## config.mk

```make
export PLATFORM = sky130hd
export DESIGN_NAME = cache_range_seq
export DESIGN_NICKNAME = d
export VERILOG_FILES = /design/src/rtl/crs_pkg.sv /design/src/rtl/crs_req_align.sv /design/src/rtl/crs_chunk_calc.sv /design/src/rtl/cache_range_seq.sv
export SDC_FILE = /design/constraint.sdc
export NUM_CORES = 1
export LEC_CHECK = 0
export BUFFER_PORTS_ARGS = -buffer_cell sky130_fd_sc_hd__buf_2
export CAP_MARGIN = 25
export CORE_UTILIZATION = 40
export DETAILED_ROUTE_END_ITERATION = 7
export HOLD_SLACK_MARGIN = 0.05
export PLACE_DENSITY = 0.67
export SLEW_MARGIN = 5
export SYNTH_ARGS = -nofsm -noshare
export SYNTH_HDL_FRONTEND = slang
export SYNTH_HIERARCHICAL = 1
export SYNTH_SLANG_ARGS = --single-unit
```

## constraint.sdc

```tcl
create_clock -name clk -period 9.6 [get_ports clk]
set_clock_uncertainty 0.2 [all_clocks]
set_input_delay 1.92 -clock clk [delete_from_list [all_inputs] [get_ports clk]]
set_output_delay 1.92 -clock clk [all_outputs]
set_load 0.1 [all_outputs]
```

## src/rtl/crs_pkg.sv

```systemverilog
package crs_pkg;

   typedef enum logic [1:0] {
      OP_INV   = 2'd0,
      OP_CLEAN = 2'd1,
      OP_FLUSH = 2'd2,
      OP_NONE  = 2'd3
   } crs_op_e;

   typedef enum logic [1:0] {
      CMD_LINE_CI   = 2'd0,
      CMD_CLEAN_RNG = 2'd1,
      CMD_INV_RNG   = 2'd2,
      CMD_RSVD      = 2'd3
   } crs_cmd_e;

   typedef enum logic [2:0] {
      ST_IDLE  = 3'd0,
      ST_HEAD  = 3'd1,
      ST_TAIL  = 3'd2,
      ST_CLEAN = 3'd3,
      ST_INV   = 3'd4,
      ST_DONE  = 3'd5
   } crs_state_e;

endpackage

```

## src/rtl/crs_req_align.sv

```systemverilog
module crs_req_align
   import crs_pkg::*;
#(
   parameter int ADDR_W     = 32,
   parameter int LINE_BYTES = 32
) (
   input  crs_op_e             op,
   input  logic                wt,
   input  logic [ADDR_W-1:0]   start_a,
   input  logic [ADDR_W-1:0]   end_a,
   output logic                head_pend,
   output logic [ADDR_W-1:0]   head_addr,
   output logic                tail_pend,
   output logic [ADDR_W-1:0]   tail_addr,
   output logic [ADDR_W-1:0]   cur,
   output logic [ADDR_W-1:0]   lim
);
   localparam int              LINE_SH = $clog2(LINE_BYTES);
   localparam logic [ADDR_W-1:0] LINE_A = ADDR_W'(LINE_BYTES);
   localparam logic [ADDR_W-1:0] LMASK  = LINE_A - 1'b1;

   logic [ADDR_W-1:0] s_dn, e_dn, s_up, e_up;
   logic              s_mis, e_mis;

   always_comb begin
      s_dn  = start_a & ~LMASK;
      e_dn  = end_a & ~LMASK;
      s_mis = |start_a[LINE_SH-1:0];
      e_mis = |end_a[LINE_SH-1:0];
      s_up  = s_mis ? s_dn + LINE_A : s_dn;
      e_up  = e_mis ? e_dn + LINE_A : e_dn;

      head_pend = 1'b0;
      head_addr = s_dn;
      tail_pend = 1'b0;
      tail_addr = e_dn;
      cur       = '0;
      lim       = '0;

      unique case (op)
         OP_INV: begin
            head_pend = s_mis;
            cur       = s_up;
            tail_pend = (s_up < end_a) && e_mis;
            lim       = tail_pend ? e_dn : end_a;
         end
         OP_CLEAN: begin
            cur = s_dn;
            lim = wt ? s_dn : e_up;
         end
         OP_FLUSH: begin
            cur = s_dn;
            lim = e_up;
         end
         default: begin
            cur = '0;
            lim = '0;
         end
      endcase
   end

endmodule

```

## src/rtl/crs_chunk_calc.sv

```systemverilog
module crs_chunk_calc #(
   parameter int ADDR_W          = 32,
   parameter int LINE_BYTES      = 32,
   parameter int PAGE_BYTES      = 4096,
   parameter int MAX_CHUNK_BYTES = 1024
) (
   input  logic [ADDR_W-1:0] cur,
   input  logic [ADDR_W-1:0] lim,
   output logic [ADDR_W-1:0] chunk_end,
   output logic [ADDR_W-1:0] chunk_last
);
   localparam logic [ADDR_W:0]   MAX_W  = (ADDR_W+1)'(MAX_CHUNK_BYTES);
   localparam logic [ADDR_W:0]   PAGE_W = (ADDR_W+1)'(PAGE_BYTES);
   localparam logic [ADDR_W-1:0] PMASK  = ADDR_W'(PAGE_BYTES) - 1'b1;
   localparam logic [ADDR_W-1:0] LINE_A = ADDR_W'(LINE_BYTES);

   logic [ADDR_W:0] page_end, cap;

   assign page_end = {1'b0, cur & ~PMASK} + PAGE_W;

   generate
      if (MAX_CHUNK_BYTES >= PAGE_BYTES) begin : g_page_only
         assign cap = page_end;
      end else begin : g_size_and_page
         logic [ADDR_W:0] size_end;
         assign size_end = {1'b0, cur} + MAX_W;
         assign cap      = (size_end < page_end) ? size_end : page_end;
      end
   endgenerate

   assign chunk_end  = ({1'b0, lim} < cap) ? lim : cap[ADDR_W-1:0];
   assign chunk_last = chunk_end - LINE_A;

endmodule

```

## src/rtl/cache_range_seq.sv

```systemverilog
module cache_range_seq
   import crs_pkg::*;
#(
   parameter int ADDR_W          = 32,
   parameter int LINE_BYTES      = 32,
   parameter int PAGE_BYTES      = 4096,
   parameter int MAX_CHUNK_BYTES = 1024
) (
   input  logic              clk,
   input  logic              rst_n,
   input  logic              req_valid,
   output logic              req_ready,
   input  logic [1:0]        req_op,
   input  logic [ADDR_W-1:0] req_start,
   input  logic [ADDR_W-1:0] req_end,
   input  logic              req_wt_override,
   output logic              cmd_valid,
   input  logic              cmd_ready,
   output logic [1:0]        cmd_kind,
   output logic [ADDR_W-1:0] cmd_lo,
   output logic [ADDR_W-1:0] cmd_hi,
   output logic              done
);
   localparam int LINE_SH = $clog2(LINE_BYTES);
   localparam int PAGE_SH = $clog2(PAGE_BYTES);

   initial begin
      line_pow2_chk: assert ((1 << LINE_SH) == LINE_BYTES)
         else $error("line size must be a power of two");
      page_pow2_chk: assert ((1 << PAGE_SH) == PAGE_BYTES && PAGE_BYTES >= LINE_BYTES)
         else $error("page size must be a power of two no smaller than a line");
      chunk_size_chk: assert (MAX_CHUNK_BYTES >= LINE_BYTES && MAX_CHUNK_BYTES % LINE_BYTES == 0)
         else $error("chunk budget must be a whole number of lines");
   end

   crs_state_e        state_q;
   crs_op_e           op_q;
   logic              wt_q, tail_pend_q;
   logic [ADDR_W-1:0] head_addr_q, tail_addr_q, cur_q, lim_q;

   logic              a_head, a_tail;
   logic [ADDR_W-1:0] a_head_addr, a_tail_addr, a_cur, a_lim;
   logic [ADDR_W-1:0] chunk_end, chunk_last;
   logic              take_req, take_cmd;

   crs_req_align #(.ADDR_W(ADDR_W), .LINE_BYTES(LINE_BYTES)) align_i (
      .op        (crs_op_e'(req_op)),
      .wt        (req_wt_override),
      .start_a   (req_start),
      .end_a     (req_end),
      .head_pend (a_head),
      .head_addr (a_head_addr),
      .tail_pend (a_tail),
      .tail_addr (a_tail_addr),
      .cur       (a_cur),
      .lim       (a_lim)
   );

   crs_chunk_calc #(
      .ADDR_W(ADDR_W), .LINE_BYTES(LINE_BYTES),
      .PAGE_BYTES(PAGE_BYTES), .MAX_CHUNK_BYTES(MAX_CHUNK_BYTES)
   ) chunk_i (
      .cur        (cur_q),
      .lim        (lim_q),
      .chunk_end  (chunk_end),
      .chunk_last (chunk_last)
   );

   function automatic crs_state_e chunk_state(input crs_op_e op, input logic wt,
                                              input logic [ADDR_W-1:0] c,
                                              input logic [ADDR_W-1:0] l);
      if (c >= l)                                        return ST_DONE;
      if (op == OP_CLEAN || (op == OP_FLUSH && !wt))     return ST_CLEAN;
      return ST_INV;
   endfunction

   assign req_ready = (state_q == ST_IDLE);
   assign done      = (state_q == ST_DONE);
   assign cmd_valid = (state_q == ST_HEAD) || (state_q == ST_TAIL) ||
                      (state_q == ST_CLEAN) || (state_q == ST_INV);
   assign take_req  = req_valid && req_ready;
   assign take_cmd  = cmd_valid && cmd_ready;

   always_comb begin
      cmd_kind = CMD_LINE_CI;
      cmd_lo   = cur_q;
      cmd_hi   = chunk_last;
      unique case (state_q)
         ST_HEAD:  begin cmd_lo = head_addr_q; cmd_hi = head_addr_q; end
         ST_TAIL:  begin cmd_lo = tail_addr_q; cmd_hi = tail_addr_q; end
         ST_CLEAN: cmd_kind = CMD_CLEAN_RNG;
         ST_INV:   cmd_kind = CMD_INV_RNG;
         default:  ;
      endcase
   end

   always_ff @(posedge clk) begin
      if (!rst_n) begin
         state_q     <= ST_IDLE;
         op_q        <= OP_NONE;
         wt_q        <= 1'b0;
         tail_pend_q <= 1'b0;
         head_addr_q <= '0;
         tail_addr_q <= '0;
         cur_q       <= '0;
         lim_q       <= '0;
      end else begin
         unique case (state_q)
            ST_IDLE: if (take_req) begin
               op_q        <= crs_op_e'(req_op);
               wt_q        <= req_wt_override;
               tail_pend_q <= a_tail;
               head_addr_q <= a_head_addr;
               tail_addr_q <= a_tail_addr;
               cur_q       <= a_cur;
               lim_q       <= a_lim;
               if (a_head)      state_q <= ST_HEAD;
               else if (a_tail) state_q <= ST_TAIL;
               else state_q <= chunk_state(crs_op_e'(req_op), req_wt_override, a_cur, a_lim);
            end
            ST_HEAD: if (take_cmd) begin
               if (tail_pend_q) state_q <= ST_TAIL;
               else             state_q <= chunk_state(op_q, wt_q, cur_q, lim_q);
            end
            ST_TAIL: if (take_cmd)
               state_q <= chunk_state(op_q, wt_q, cur_q, lim_q);
            ST_CLEAN: if (take_cmd) begin
               if (op_q == OP_FLUSH) state_q <= ST_INV;
               else begin
                  cur_q   <= chunk_end;
                  state_q <= chunk_state(op_q, wt_q, chunk_end, lim_q);
               end
            end
            ST_INV: if (take_cmd) begin
               cur_q   <= chunk_end;
               state_q <= chunk_state(op_q, wt_q, chunk_end, lim_q);
            end
            default: state_q <= ST_IDLE;
         endcase
      end
   end


   idle_quiet_chk: assert property (@(posedge clk) disable iff (!rst_n)
      req_ready |-> !cmd_valid);


   line_align_chk: assert property (@(posedge clk) disable iff (!rst_n)
      cmd_valid |-> (cmd_lo[LINE_SH-1:0] == '0) && (cmd_hi[LINE_SH-1:0] == '0) && (cmd_hi >= cmd_lo));


   span_limit_chk: assert property (@(posedge clk) disable iff (!rst_n)
      (cmd_valid && cmd_kind != CMD_LINE_CI) |->
         ((cmd_hi - cmd_lo) <= ADDR_W'(MAX_CHUNK_BYTES - LINE_BYTES)));


   one_page_chk: assert property (@(posedge clk) disable iff (!rst_n)
      cmd_valid |-> (cmd_lo[ADDR_W-1:PAGE_SH] == cmd_hi[ADDR_W-1:PAGE_SH]));


   flush_pair_chk: assert property (@(posedge clk) disable iff (!rst_n)
      (take_cmd && cmd_kind == CMD_CLEAN_RNG && op_q == OP_FLUSH) |=>
         (cmd_valid && cmd_kind == CMD_INV_RNG && $stable(cmd_lo) && $stable(cmd_hi)));


   wt_no_clean_chk: assert property (@(posedge clk) disable iff (!rst_n)
      (cmd_valid && wt_q) |-> (cmd_kind != CMD_CLEAN_RNG));


   cmd_hold_chk: assert property (@(posedge clk) disable iff (!rst_n)
      (cmd_valid && !cmd_ready) |=>
         (cmd_valid && $stable(cmd_kind) && $stable(cmd_lo) && $stable(cmd_hi)));


   done_pulse_chk: assert property (@(posedge clk) disable iff (!rst_n)
      done |=> (!done && req_ready));

endmodule

```

==> flow_metrics.tcl <==
set metrics [dict create \
    core-area_mm2 0.03910 \
    cp-start-kind "flop" \
    synth_top_flop_cell "sky130_fd_sc_hd__dfxtp_1" \
    cts-root-to-sink-buffers 2 \
    total_standard_cell_area_after_synthesis_mm2 0.01602 \
    slowest_delay_ps 380 \
    drt_iter0_markers 1721 \
    all_layer_global_routing_usage 0.2794 \
    drive_above_1_share 0.1663 \
    fin_crit_sh 0.9977 \
    cp-startpoint "cur_q[17]" \
    final_nets 2569 \
    synth_top_area_frac 0.1688 \
    ctsRootBufferMaster "sky130_fd_sc_hd__clkbuf_16" \
    timing.final.crit_period_ps 9578 \
    status "finished clean" \
    required_ps 7480 \
    avgViaCountPerCell 5.808 \
    timing.max_slew.rel_slack 0.2940 \
    floorplan.die_area_mm2 0.04084 \
    std_cell_rows 72 \
    layout-area-overhead-vs-synth_pct 15.87 \
    cp.arrival_ps 7460 \
    whs_path_depth 2 \
    register_area_share_after_synthesis 0.1688 \
    clk_pin_slew_worst_paths_ps 70 \
    netlist_instances 2244 \
    yosysMostFrequentCell "sky130_fd_sc_hd__nand2_1" \
    wire_length_of_the_first_global_routing_pass_um 89300 \
    critPathKind "reg -> out" \
    clkSinkCount 135 \
    timing.final.setup_violations 0 \
    place.port_buffers 139 \
    floorplan.initialDensity 0.4096 \
    path_max_fanout 5 \
    clk-insertion-delay-late_ps 450 \
    post_detailed_route_count_of_antenna_violating_nets 0 \
    rsz0062_at_grt "true" \
    detail_route.first_pass.iterations 7 \
    finalCoreUtilization 0.4746 \
    hpwl_um 46270 \
    tightestPinTransition_ps 1059 \
    cts-buffers-inserted 17 \
    grt_max_degree 107 \
    antenna_found_initial 1 \
    slowest_stage "sky130_fd_sc_hd__dfxtp_1" \
    maxCapViolCount 0 \
    syn_warnings 6 \
    wirelength_um 57800 \
    worst_r2r_startpoint "cur_q[17]" \
    h-tree-depth 4 \
    drcViolationCount 0 \
    drt-wirelength-per-cell_um 20.27 \
    die_h_um 202.1 \
    number_of_storage_elements_in_the_synthesis_netlist 135 \
    top_level_ports 140 \
    crit_path_end_kind "primary output" \
    placed_cell_area_mm2 0.01746 \
    synth_enable_flop_cells 0 \
    chipWidth_um 202.1 \
    cts_tree "yes" \
    most_area_hungry_cell_type_in_the_yosys_netlist "sky130_fd_sc_hd__dfxtp_1" \
    ys_types 93 \
    async_reset_ff_frac 0 \
    routed-via-count 16565 \
    final-hold-violation-count 0 \
    layout.cell_area.non_filler_mm2 0.01856 \
    holdCritPathClass "reg -> reg" \
    max_clock_freq_ghz 0.1044 \
    worst_hold_startpoint "tail_addr_q[4]" \
    gp_congestion 1.003 \
    via_count_of_the_first_global_routing_pass 15451 \
    grt_overflow 0 \
    yosys-top-cells-count "sky130_fd_sc_hd__nand2_1 (488), sky130_fd_sc_hd__ha_1 (178), sky130_fd_sc_hd__inv_1 (152)" \
    syn_area_per_cell_um2 7.137 \
    synth.top_cells.by_area "sky130_fd_sc_hd__dfxtp_1 (17%), sky130_fd_sc_hd__ha_1 (14%), sky130_fd_sc_hd__nand2_1 (11%)" \
    rr_worst_depth 37 \
    drv_slew 0 \
]
## worst max-delay path, delay by kind of cell (launching register included)
family	cells	cell delay, ps
multiplexers	4	1070
adder cells (fa/ha/maj)	3	680
AND/OR/NAND/NOR	14	2380
flip-flops	1	380
XOR/XNOR	2	300
AO/OA/AOI/OAI	7	1620
buffers and inverters	4	560
## area by class of cell
type                       instances  area [um2]
antenna                            1       2.502
clock buffer                      18       439.2
clock inverter                    14       133.9
fill                            3995       20540
inverter                         153       574.3
multi-input combinational       1765       12020
sequential                       135        2714
tap                              518       648.1
timing repair buffer             248        2026
## per-layer routing
metal | wire [um] | GRT usage
met1 | 26950 | 0.4059
met2 | 24610 | 0.4173
met3 | 4953 | 0.05015
met4 | 1294 | 0.07948
met5 | 0 | 0
## cell usage in the layout (no fill, tap or decap), types with 16 or more instances in the layout
master / count
sky130_fd_sc_hd__clkbuf_16: 18
sky130_fd_sc_hd__o211a_1: 36
sky130_fd_sc_hd__a21oi_1: 86
sky130_fd_sc_hd__buf_2: 110
sky130_fd_sc_hd__nand3_1: 58
sky130_fd_sc_hd__nand2b_1: 18
sky130_fd_sc_hd__xor2_1: 36
sky130_fd_sc_hd__buf_12: 30
sky130_fd_sc_hd__inv_1: 151
sky130_fd_sc_hd__nand4_1: 46
sky130_fd_sc_hd__nor3_1: 33
sky130_fd_sc_hd__and4_1: 18
sky130_fd_sc_hd__and3_1: 18
sky130_fd_sc_hd__dfxtp_1: 132
sky130_fd_sc_hd__buf_4: 100
sky130_fd_sc_hd__o31ai_1: 16
sky130_fd_sc_hd__nand2_1: 479
sky130_fd_sc_hd__a21boi_0: 94
sky130_fd_sc_hd__o21ai_0: 96
sky130_fd_sc_hd__a22oi_1: 48
sky130_fd_sc_hd__nor2_1: 83
sky130_fd_sc_hd__ha_1: 174
sky130_fd_sc_hd__mux2i_1: 39
sky130_fd_sc_hd__xnor2_1: 60
sky130_fd_sc_hd__a31oi_1: 20
## path summary, 6_finish.rpt
path	endpoint	slack, ps
hold / removal	tail_addr_q[4]	260
hold reg to reg	tail_addr_q[4]	260
setup reg to reg	state_q[1]	1450
setup / recovery	cmd_hi[31]	20
## registers in the layout, indices dropped and copies added, names as in the netlist
register and flops:
cur_q 32, head_addr_q 32, lim_q 32, tail_addr_q 32, state_q 3, op_q 2
tail_pend_q 1, wt_q 1
## metrics by stage
stage | hold WS [ps] | setup TNS (ps) | setup WS [ps] | std cells
after CTS | 261.2 | 0 | 18.35 | 2839
after floorplan | 234.7 | 0 | 0.06128 | 2258
after detailed placement | 251.9 | 0 | 9.093 | 2795
after global placement | 242.9 | 0 | 104.7 | 2795
final | 262.8 | 0 | 22.23 | 2852
after global routing | 277.5 | -1325 | -299.4 | 2852
## what timing repair did
action                                  4_1_cts  5_1_grt
buffers inserted                             12        9
endpoints found under the hold margin         0        0
gates cloned                                  0        1
endpoints found under the setup margin       12       23
resized for setup                            18       44
pin swaps                                    18        6
hold buffers                                  0        0
## kinds of logic (layout without fill, tap and decap cells)
family | after synthesis | count (layout) | synth area share
buf+inv | 358 | 433 | 0.1076
mux | 50 | 50 | 0.03203
fa+ha+maj | 178 | 178 | 0.1391
simple gates | 860 | 860 | 0.2475
flops | 135 | 135 | 0.1687
other cells | 1 | 16 | 0.0002342
xor+xnor | 100 | 100 | 0.05516
compound gates | 562 | 562 | 0.2497
Power is not shown: default switching activity piles up to over one toggle a cycle in this logic, so the estimate is an artifact.
